--- src/rtl/dconv_pkg.sv ---
package dconv_pkg;

  localparam int LANE_IDX_W = 2;
  localparam int LANES      = 1 << LANE_IDX_W;

  typedef enum logic [1:0] {
    UNIT_LONG = 2'd0,
    UNIT_WORD = 2'd1,
    UNIT_BYTE = 2'd2
  } unit_e;

  typedef struct packed {
    logic                  load;
    logic [LANE_IDX_W-1:0] lane;
    unit_e                 unit;
  } strobe_t;

  function automatic unit_e decodeSize(input logic [1:0] sel);
    unit_e u;
    case (sel)
      2'b10:   u = UNIT_BYTE;
      2'b01:   u = UNIT_WORD;
      default: u = UNIT_LONG;
    endcase
    return u;
  endfunction

endpackage

--- src/rtl/dconv_ctrl.sv ---
module dconv_ctrl
  import dconv_pkg::*;
(
  input  logic       clk,
  input  logic       rstN,
  input  logic       endianSel,
  input  logic [1:0] sizeSel,
  input  logic       srcEmpty,
  input  logic       outReady,
  output logic       srcFetch,
  output logic       outValid,
  output strobe_t    strobes
);

  localparam int CNT_W = LANE_IDX_W;
  localparam logic [CNT_W-1:0] LAST_BYTE = CNT_W'(LANES - 1);
  localparam logic [CNT_W-1:0] LAST_WORD = CNT_W'(LANES / 2 - 1);

  logic             cfgBig;
  unit_e            cfgUnit;
  logic             holdValid;
  logic [CNT_W-1:0] beat;
  logic [CNT_W-1:0] lastIdx;
  logic [CNT_W-1:0] laneIdx;
  logic             lastBeat;
  logic             consume;
  logic             fetch;

  always_comb begin
    case (cfgUnit)
      UNIT_BYTE: lastIdx = LAST_BYTE;
      UNIT_WORD: lastIdx = LAST_WORD;
      default:   lastIdx = '0;
    endcase
  end

  assign lastBeat = (beat == lastIdx);
  assign consume  = holdValid && outReady;
  assign fetch    = rstN && !srcEmpty && (!holdValid || (consume && lastBeat));
  assign laneIdx  = cfgBig ? (lastIdx - beat) : beat;

  always_ff @(posedge clk) begin
    if (!rstN) begin
      cfgBig    <= endianSel;
      cfgUnit   <= decodeSize(sizeSel);
      holdValid <= 1'b0;
      beat      <= '0;
    end else if (fetch) begin
      holdValid <= 1'b1;
      beat      <= '0;
    end else if (consume && lastBeat) begin
      holdValid <= 1'b0;
      beat      <= '0;
    end else if (consume) begin
      beat <= beat + 1'b1;
    end
  end

  assign srcFetch     = fetch;
  assign outValid     = holdValid;
  assign strobes.load = fetch;
  assign strobes.lane = laneIdx;
  assign strobes.unit = cfgUnit;

endmodule

--- src/rtl/dconv_dp.sv ---
module dconv_dp
  import dconv_pkg::*;
#(
  parameter int LANE_W = 9
) (
  input  logic                     clk,
  input  logic                     rstN,
  input  logic [LANE_W*LANES-1:0]  srcData,
  input  strobe_t                  strobes,
  output logic [LANE_W*LANES-1:0]  outData
);

  localparam int LONG_W = LANE_W * LANES;
  localparam int WORD_W = 2 * LANE_W;
  localparam int WORDS  = LANES / 2;
  localparam int WIDX_W = LANE_IDX_W - 1;

  logic [LONG_W-1:0] hold;
  logic [LANE_W-1:0] byteLane [LANES];
  logic [WORD_W-1:0] wordLane [WORDS];

  always_ff @(posedge clk) begin
    if (!rstN)             hold <= '0;
    else if (strobes.load) hold <= srcData;
  end

  for (genvar g = 0; g < LANES; g++) begin : gByte
    assign byteLane[g] = hold[g*LANE_W +: LANE_W];
  end

  for (genvar g = 0; g < WORDS; g++) begin : gWord
    assign wordLane[g] = hold[g*WORD_W +: WORD_W];
  end

  always_comb begin
    outData = '0;
    case (strobes.unit)
      UNIT_BYTE: outData[LANE_W-1:0] = byteLane[strobes.lane];
      UNIT_WORD: outData[WORD_W-1:0] = wordLane[strobes.lane[WIDX_W-1:0]];
      default:   outData = hold;
    endcase
  end

endmodule

--- src/rtl/dconv_top.sv ---
module dconv_top
  import dconv_pkg::*;
#(
  parameter int LANE_W = 9,
  parameter int LONG_W = LANE_W * LANES
) (
  input  logic              clk,
  input  logic              rstN,
  input  logic              endianSel,
  input  logic [1:0]        sizeSel,
  input  logic [LONG_W-1:0] srcData,
  input  logic              srcEmpty,
  output logic              srcFetch,
  input  logic              outReady,
  output logic              outValid,
  output logic [LONG_W-1:0] outData
);

  strobe_t ctrlStrobes;

  dconv_ctrl uCtrl (
    .clk      (clk),
    .rstN     (rstN),
    .endianSel(endianSel),
    .sizeSel  (sizeSel),
    .srcEmpty (srcEmpty),
    .outReady (outReady),
    .srcFetch (srcFetch),
    .outValid (outValid),
    .strobes  (ctrlStrobes)
  );

  dconv_dp #(.LANE_W(LANE_W)) uDp (
    .clk    (clk),
    .rstN   (rstN),
    .srcData(srcData),
    .strobes(ctrlStrobes),
    .outData(outData)
  );

endmodule

--- config.mk ---
export PLATFORM = sky130hd
export DESIGN_NAME = dconv_top
export DESIGN_NICKNAME = d
export VERILOG_FILES = /design/src/rtl/dconv_pkg.sv /design/src/rtl/dconv_ctrl.sv /design/src/rtl/dconv_dp.sv /design/src/rtl/dconv_top.sv
export SDC_FILE = /design/constraint.sdc
export NUM_CORES = 1
export LEC_CHECK = 0
export ABC_AREA = 1
export CAP_MARGIN = 15
export CORE_MARGIN = 5
export CORE_UTILIZATION = 47
export CTS_CLUSTER_SIZE = 28
export DETAILED_ROUTE_END_ITERATION = 10
export DONT_BUFFER_PORTS = 1
export HOLD_SLACK_MARGIN = 0.06
export PLACE_DENSITY_LB_ADDON = 0.3
export SLEW_MARGIN = 20
export SYNTH_ARGS = -nofsm -noshare
export SYNTH_HDL_FRONTEND = slang
export SYNTH_SLANG_ARGS = --single-unit
export TNS_END_PERCENT = 1
--- constraint.sdc ---
create_clock -name clk -period 2.4 [get_ports clk]
set_input_delay 0.36 -clock clk [delete_from_list [all_inputs] [get_ports clk]]
set_output_delay 0.36 -clock clk [all_outputs]
set_load 0.005 [all_outputs]
== After elaboration in Yosys (flattened, before gate mapping) ==
Cells that the tools add are included.
Word-level totals
  output and inout port bits: 38
  logic and storage cells: 41
  input bits: 43
  register bits after elaboration: 42
Cells by class
  bitwise gates (word level): 3
  eq/ne operators: 5
  muxes and demuxes: 14
  $add $sub $neg: 2
  $lt $le $gt $ge: 2
  reductions and logical operators: 10
Operators with widths (count)
  18-bit 2-to-1 mux: 4
  9-bit one-hot mux with 2 select lines: 2
  9-bit binary-select mux with 2-bit select: 1
  9-bit 2-to-1 mux: 2
  2-bit one-hot mux with 2 select lines: 2
  2-bit by 1-bit equality test with 1-bit output, second input constant: 2
  2-bit equality test, second input constant: 2
  1-bit logical AND: 4
  3-bit greater-or-equal comparator, second input constant: 1
  2-bit NOT with 3-bit output: 1
  3-bit OR reduction: 1
  2-bit by 1-bit adder with 2-bit output, second input constant: 1
  2-bit equality test: 1
  2-bit greater-or-equal comparator, second input constant: 1
  1-bit logical NOT: 2
  1-bit 2-to-1 mux: 2
  2-bit 2-to-1 mux: 1
  1-bit NOT with 2-bit output: 1
  2-bit nonzero test: 1
  2-bit OR reduction: 1
  2-bit subtractor: 1
  1-bit logical OR: 1
  1-bit NOT: 1

== Logic depth before layout (Yosys ltp) ==
Gate-level depths: netlist (run 1).
  word-level depth: 9
  mapped depth: 12

== Cells and area by module ==
From an unflattened synthesis (run 1), not the netlist that was laid out.
Second synthesis, totals
  cells, all modules: 397
  area total of the unflattened synthesis: 2498.6 um^2
Modules (own cells, without submodules)
  dconv_dp: area an instance 2155.8 um^2, seq. area each 720.7 um^2, instances 1, cells an instance 356
  dconv_ctrl: area an instance 342.8 um^2, seq. area each 150.1 um^2, instances 1, cells an instance 41

== Least setup slack after synthesis (run 1) ==
No wires, ideal clock.
  path type: reg2out
  start point: reg uCtrl.cfgUnit[0]
  end point: out outData[0]
  stages on the path, launching flop included: 13
  data required time: 2.040 ns
  buffers on the path: 1
  arrival: 1.631 ns
  path slack: 0.409 ns
  path through: edfxtp_1 > inv_1 > ha_1 > inv_1 > buf_4 > nand2_1 > nand3_4 > nand2_2 > nand2_1 > nand3_1 > nand2_1 > inv_2 > a21oi_1
Between the ends
  cells in the longest elaborated chain, start to end: 9
Ends and longest elaborated chain
  start, declared: line dconv_ctrl.sv:20  | unit_e cfgUnit;
  start signal, assigned: line dconv_ctrl.sv:45  | cfgUnit <= decodeSize(sizeSel);
  2-bit by 1-bit equality test with 1-bit output or 2-bit equality test (tied branches): line dconv_ctrl.sv:30, dconv_dp.sv:37
  2-bit one-hot mux with 2 select lines: line dconv_ctrl.sv:30  | case (cfgUnit)
  2-bit subtractor: line dconv_ctrl.sv:40  | assign laneIdx = cfgBig ? (lastIdx - beat) : beat;
  2-bit 2-to-1 mux: line dconv_ctrl.sv:40
  2-bit NOT with 3-bit output (not written as such) or 1-bit NOT with 2-bit output (tied branches): line dconv_dp.sv:38, dconv_dp.sv:39
  9-bit binary-select mux with 2-bit select or 18-bit 2-to-1 mux (tied branches): line dconv_dp.sv:38, dconv_dp.sv:39
  9-bit 2-to-1 mux (not written as such) or 18-bit 2-to-1 mux (tied branches) (2 in a row): line dconv_dp.sv:38, dconv_dp.sv:39
  9-bit one-hot mux with 2 select lines (*): line dconv_dp.sv:37  | case (strobes.unit)
  end, declared: line dconv_top.sv:16  | output logic [LONG_W-1:0] outData
Mark *: on every way between the ends. The rest lies on a longest branch, timed or not. The select of a mux whose other input is x is not followed.

== Worst setup path after layout (run 1) ==
  start point: reg uCtrl.cfgUnit[1]
  end point: out outData[7]
The elaborated chain is that of the path after synthesis.

==> results of run 1 <==
## logic make-up after synthesis
group,synth area share (%)
simple gates,38.0
compound gates,10.9
flops,33.6
buf+inv,16.2
xor+xnor,0.338
fa+ha+maj,0.965
## Yosys cell counts (all sizes together)
cell	count
nor2	16
nand2	144
nor3	1
inv	85
buf	12
o21ai	45
nand3	59
a21oi	10
clkbuf	4
dfxtp	39
ha	2
nand4	1
xor2	1
edfxtp	3
## area by class of cell
| type | count | area share (%) |
|---|---|---|
| multi-input cells | 282 | 49.2 |
| flip-flops and latches | 42 | 29.4 |
| inverters | 85 | 11.0 |
| clock buffers | 8 | 3.71 |
| repair buffers | 13 | 3.71 |
| well taps | 72 | 3.04 |
## critical path: cells and delay by family, from the launching register on
family                   cells  cell delay [ns]
buffers and inverters        1             0.08
flip-flops                   1             0.44
adder cells (fa/ha/maj)      1             0.35
AND/OR/NAND/NOR              6             0.65
AO/OA/AOI/OAI                1             0.19
## through the flow
stage                     power [W]  utilization, %  hold WS [ns]  TNS [ns]  area [um^2]
after floorplan             0.00123               -         0.449         0         2590
after global placement      0.00133            48.2         0.457         0         2620
after detailed placement    0.00134            48.2         0.459         0         2620
after CTS                   0.00192            52.6         0.152         0         2860
after global routing        0.00210            54.5         0.136    -0.672         2970
final                       0.00196            54.5         0.156         0         2970
## final timing paths
| kind | cells after the start | startpoint | end | slack, ns |
|---|---|---|---|---|
| max | 9 | uCtrl.cfgUnit[1] | outData[7] | 0.03 |
| min | 1 | srcEmpty | uCtrl.outValid | 0.16 |
| max reg2reg | 8 | uCtrl.cfgUnit[1] | uDp.hold[17] | 0.47 |
| min reg2reg | 2 | uDp.hold[1] | uDp.hold[1] | 0.49 |
## what timing repair did
| action | 4_1_cts | 5_1_grt |
|---|---|---|
| gates resized for setup | 21 | 9 |
| endpoints found under the setup margin | 18 | 19 |
| pin swaps | 0 | 5 |
| buffers inserted | 0 | 8 |
| gates cloned | 2 | 1 |
## routing by layer
layer | GRT usage (%) | vias to the layer above
li1 | - | 1319
met1 | 27.5 | 1157
met2 | 31.7 | 137
met3 | 6.08 | 22
met4 | 7.60 | 0
met5 | 0 | -
## state kept, by name, summed over array words and instances (netlist names)
name / flops
uCtrl.cfgBig: 1
uDp.hold: 36
uCtrl.outValid: 1
uCtrl.cfgUnit: 2
uCtrl.beat: 2
## report_power, final
group | total, W | switching, W | leakage [nW] | internal (W)
clock | 0.000525 | 0.000235 | 0.0575 | 0.000290
sequential | 0.000785 | 0.0000285 | 0.350 | 0.000757
combinational | 0.000652 | 0.000437 | 1.12 | 0.000215
## placed cells by master, fill, tap and decap left out, drive strengths merged
| cell type | netlist | layout |
|---|---|---|
| xor2 | 1 | 1 |
| inv | 85 | 85 |
| nor3 | 1 | 1 |
| nand3 | 59 | 62 |
| o21ai | 45 | 45 |
| dfxtp | 39 | 39 |
| clkbuf | 4 | 8 |
| ha | 2 | 2 |
| buf | 12 | 13 |
| a21oi | 10 | 10 |
| nor2 | 16 | 16 |
| nand4 | 1 | 1 |
| edfxtp | 3 | 3 |
| nand2 | 144 | 144 |
==> summary.md, run 1 <==
- maximum number of pins on one net before global-route repair: 38
- total number of yosys warnings: 0
- core footprint: 0.00544 mm^2
- total of endpoints with negative setup slack in the final report: 0
- detailed-route DRC error count: 0
- via count of the first global-routing pass: 2,492
- path type of the worst min-delay path: input pin to flop
- status: finished, final reports clean
- portion of synthesized cell area occupied by the leading cell type: 30.1%
- post-CTS clock slew at the launch and capture registers of the worst setup and hold paths: 0.07 ns
- library cell contributing the largest single delay on the critical path: sky130_fd_sc_hd__edfxtp_1
- max-cap violation count: 0
- largest cells by area after synthesis: sky130_fd_sc_hd__dfxtp_1, sky130_fd_sc_hd__nand2_1, sky130_fd_sc_hd__inv_1
- post-synth top area cell: sky130_fd_sc_hd__dfxtp_1
- number of buffers added on ports: 0
- synthesis-to-layout area growth: 14.4%
- distinct cell type count of the synthesized netlist: 26
- met3 WL: 661 um
- gate count after technology mapping: 422
- leakage power of the design: 1.53 nW
- area of the mapped netlist: 0.00259 mm^2
- root cell of the clock tree: sky130_fd_sc_hd__clkbuf_8
- number of top-level pins: 81
- Worst-Skew Late Latency: 0.30 ns
- Sinks on Clock Net: 42
- data required time at the worst endpoint: 2.04 ns
- Die Wd: 84.3 um
- count of placed standard cells including taps: 483
- layout cells sized above 1: 15.3%
- uppermost routed layer: met4
- overall routed net length: 7360 um
- via density per instance: 5.25
- portion of the post-synthesis area used by sequential elements: 33.6%
- RSZ-0062 raised after global routing: yes
- detailed-routing iteration count for the pre-antenna-repair pass: 5
- number of standard cells in the final layout excluding fillers: 502
- GRT Resource Usage Total: 20.7%
- final max-slew violation count: 0
- clock tree from TritonCTS: built
- Worst Setup End Kind: output pin
- Worst setup SP type: flop
- worst slack after detailed placement: 0.102 ns
- final antenna-violating net count: 0
- Iteration-0 DRC Markers: 219
- number of storage elements in the synthesis netlist: 42
- data arrival at the endpoint of the critical path: 2.01 ns
- routed wire length per instance: 14.7 um
- Max H-tree Level: 2
- worst vdd ir: 0.323 mV
- post-detail-place hpwl: 5110 um
- final worst-path setup slack: 0.0347 ns
- count of inserted antenna diode cells: 0
- number of fill cells: 568
- post-route minimum period: 2.37 ns
- die outline area: 0.00710 mm^2
- row cnt: 27
- critical path class: flop to output pin
- average instance area after synthesis: 6.14 um^2
- final estimated routing congestion in global placement: 0.893
- Max-slew headroom: 70.1%
- sum of overflow across all layers after global routing: 0
- Critical Path Fanout Max: 9
- die outline height: 84.3 um
- M1 wire length: 3330 um
- initial antenna violation count: 0
- Cell Chain, Critical Path: ha_4 > nand2_4 > inv_1 > nand2_1 > nand3_4 > nand2_4 > nand2_1 > nand3_1 > a21oi_2
- routed vias: 2,635
- footprint of the multi-input gates: 0.00146 mm^2
- biggest cell delay along the critical path: 0.44 ns
- Mapped Nets: 467
- total power density per cell area: 661 mW/mm^2
- total count of hold-check failures in the final report: 0
- total length of routed met2 wires: 3150 um
- effective utilization at floorplan: 47.7%
- number of clock buffers inserted by TritonCTS: 5
- worst slew pin tran: 0.447 ns
- first-pass GRT wire length: 12,000 um
- Hold Buf Count CTS: 0
- storage element area: 871 um^2
- largest buffer count on any clock path: 2
- share of the clock period used by the worst path: 98.6%
- maximum achievable frequency: 0.423 GHz
- maximum clock skew at final layout: 0.00535 ns
- final layout net count: 474
Note: power is estimated with default switching activity, not from simulation.
==> run 2: changes to the inputs <==
Settings changed: CORE_UTILIZATION 47 to 60, TNS_END_PERCENT 1 to unset.
==> run 2 against run 1 <==
The run now ends with negative setup slack left. Clock-buffer cell count down 1. Sequential share of layout area fell by 0.64 points. Fmax down 5.2%. Die area is 19% lower. Worst hold slack worse by 0.012 ns. Sequential cell count did not move. Routed wire length rose by 6.3%. Design area up 2.2%. Sequential power about the same. Critical path type unchanged. Largest cell class unchanged.
==> summary.md, run 2 (synthesis gave the netlist of run 1 again) <==
- Hold Path Cell Cnt: 1, unchanged
- total count of hold-check failures in the final report: 0, unchanged
- failing checks: negative setup slack
- Worst Setup End Kind: output pin
- total of endpoints with negative setup slack in the final report: 8, +8
- maximum number of pins on one net before global-route repair: 38, unchanged
- data required time at the worst endpoint: 2.04 ns, about the same
- maximum clock skew at final layout: 0.00846 ns, +0.00311 ns
- die outline height: 75.7 um, -10%
- row cnt: 24, -11%
- Hold Buf Count CTS: 0, unchanged
- via density per instance: 5.76, +9.7%
- number of buffers added on ports: 0, unchanged
- status: complete, but fails checks
- path type of the worst min-delay path: input pin to flop
- number of clock buffers inserted by TritonCTS: 5, unchanged
- reg2reg path depth: 9, +1
- largest registers in the final layout: uDp.hold (36), uCtrl.beat (2), uCtrl.cfgUnit (2)
- library cell contributing the largest single delay on the critical path: sky130_fd_sc_hd__edfxtp_1
- Levels on crit path: 10, +1
- top cell family by delay on the critical path: simple AND/OR/NAND/NOR gates
- leakage power of the design: 1.57 nW, +2.7%
- sum of overflow across all layers after global routing: 0, unchanged
- routing usage on met3: 5.67%, -0.41 points
- data arrival at the endpoint of the critical path: 2.13 ns, +0.12 ns
- maximum achievable frequency: 0.401 GHz, -5.2%
- critical path class: flop to output pin
- post-place instance area: 0.00259 mm^2, -1.2%
- final layout net count: 478, +0.84%
- post-detail-place hpwl: 4770 um, -6.6%
- post-route minimum period: 2.49 ns, +0.129 ns
- crit path buf inv count: 2, +1
- routed vias: 2,798, +6.2%
- busiest grt layer: met2
- clock tree from TritonCTS: built
- routing usage on met2: 40.0%, +8.3 points
- met1 Resource Use GR: 30.6%, +3.1 points
- core footprint: 0.00426 mm^2, -22%
- Sinks on Clock Net: 42, unchanged
- share of the clock period used by the worst path: 104%, +5.4 points
- post-CTS clock slew at the launch and capture registers of the worst setup and hold paths: 0.08 ns, about the same
- max reg flops: 36, unchanged
- synthesis-to-layout area growth: 17.0%
- root cell of the clock tree: sky130_fd_sc_hd__clkbuf_8
- Critical Path Fanout Max: 7, -2
- part of the total power dissipated in the clock network: 23.6%, -3.1 points
- count of inserted antenna diode cells: 0, unchanged
- Cell Chain, Critical Path: ha_4 > inv_4 > nand2_4 > nand3_4 > buf_12 > nand3_1 > nand2_1 > nand2_1 > nand3_1 > a21oi_2
- detailed-route DRC error count: 0, unchanged
- final worst-path setup slack: -0.0942 ns, -0.129 ns
- final antenna-violating net count: 0, unchanged
- Max H-tree Level: 2, unchanged
- final estimated routing congestion in global placement: 0.947, +6.1%
- Iteration-0 DRC Markers: 400, +83%
- biggest cell delay along the critical path: 0.45 ns, about the same
- total power density per cell area: 654 mW/mm^2, -1.2%
- die outline area: 0.00574 mm^2, -19%
- proportion of power drawn by combinational gates: 36.7%, +3.5 points
- Worst-Skew Late Latency: 0.30 ns, about the same
- number of top-level pins: 81, unchanged
- worst vdd ir: 0.355 mV, +9.9%
- layout cells sized above 1: 17.5%, +2.2 points
- Seq pwr share: 39.7%, -0.3 points
- Worst setup SP type: flop
- Die Wd: 75.7 um, -10%
- overall routed net length: 7820 um, +6.3%
- total chip power: 0.00198 W, +1.1%
- most common cell after layout, fill and taps aside: sky130_fd_sc_hd__nand2_1
- Sw Ratio: 37.1%, +1.4 points
- first-pass GRT wire length: 10,700 um, -10%
- most flop-heavy register: uDp.hold
- largest buffer count on any clock path: 2, unchanged
- GRT Resource Usage Total: 24.1%, +3.4 points
- effective utilization at floorplan: 60.8%, +13 points
- RSZ-0062 raised after global routing: yes
- final max-slew violation count: 0, unchanged
- detailed-routing iteration count for the pre-antenna-repair pass: 9, +4
- Switching Power: 0.000736 W, +5.2%
- via count of the first global-routing pass: 2,410, -3.3%
- max-cap violation count: 0, unchanged
- worst slew pin tran: 0.663 ns, +0.217 ns
- commonest cells after routing, fill and taps aside: sky130_fd_sc_hd__nand2_1, sky130_fd_sc_hd__inv_1, sky130_fd_sc_hd__nand3_1, sky130_fd_sc_hd__dfxtp_1, sky130_fd_sc_hd__o21ai_0
- routed wire length per instance: 16.1 um, +9.8%
- initial antenna violation count: 0, unchanged
- accumulated negative setup slack: -0.263 ns, -0.263 ns
- cell-internal power: 0.00125 W, -1.2%
- Max-slew headroom: 55.8%, -14 points
- final instance area: 0.00303 mm^2, +2.2%
-- run 2: cell type report --
cell class | instances | area (um^2)
clock buffers | 7 | 86.3
clock inverters | 1 | 5.00
multi-input cells | 282 | 1490
well taps | 52 | 65.1
fillers | 360 | 1230
inverters | 85 | 327
flip-flops and latches | 42 | 871
repair buffers | 17 | 186
-- run 2: power groups by stage --
stage	clock network (W)	logic [W]	registers, W
3_5_place_dp	0	0.000529	0.000801
6_report	0.000468	0.000728	0.000787
3_3_place_gp	0	0.000520	0.000799
2_1_floorplan	0	0.000434	0.000795
4_1_cts	0.000473	0.000564	0.000786
5_1_grt	0.000496	0.000798	0.000792
-- run 2: path summary, 6_finish.rpt --
kind | startpoint | slack, ns | endpoint
max | uCtrl.cfgUnit[1] | -0.09 | outData[6]
min | srcEmpty | 0.14 | uCtrl.outValid
max reg2reg | uCtrl.cfgUnit[1] | 0.39 | uDp.hold[21]
min reg2reg | uDp.hold[5] | 0.49 | uDp.hold[5]
-- run 2: worst reg2reg max path: cells and delay by family, from the launching register on --
family	cells	cell delay [ns]
and+or+nand+nor	5	0.74
AOI/OAI and AO/OA	1	0.16
buffers and inverters	2	0.17
adders and majority gates	1	0.35
DFF	1	0.45
-- run 2: through the flow --
stage                     std cells  utilization [%]  hold slack (ns)  setup WS (ns)
after global placement          462             60.7            0.459          0.161
after floorplan                 422                -            0.449          0.409
after CTS                       472             64.5            0.149        0.00542
final                           486             71.1            0.144        -0.0942
after detailed placement        462             60.7            0.459          0.148
after global routing            486             71.1            0.149         -0.169
-- run 2: per-layer routing --
layer / vias up / routed length [um] / share of wire [%]
met5: - / 0 / 0
met4: 0 / 256 / 3.3
met3: 40 / 842 / 11
met2: 212 / 3540 / 45
met1: 1215 / 3180 / 41
li1: 1331 / - / -
-- run 2: timing repair --
| action | CTS | global route |
|---|---|---|
| resized for setup | 9 | 32 |
| setup buffers | 2 | 10 |
| pin swaps | 0 | 14 |
| setup endpoints to repair | 18 | 18 |
| gates cloned | 0 | 4 |
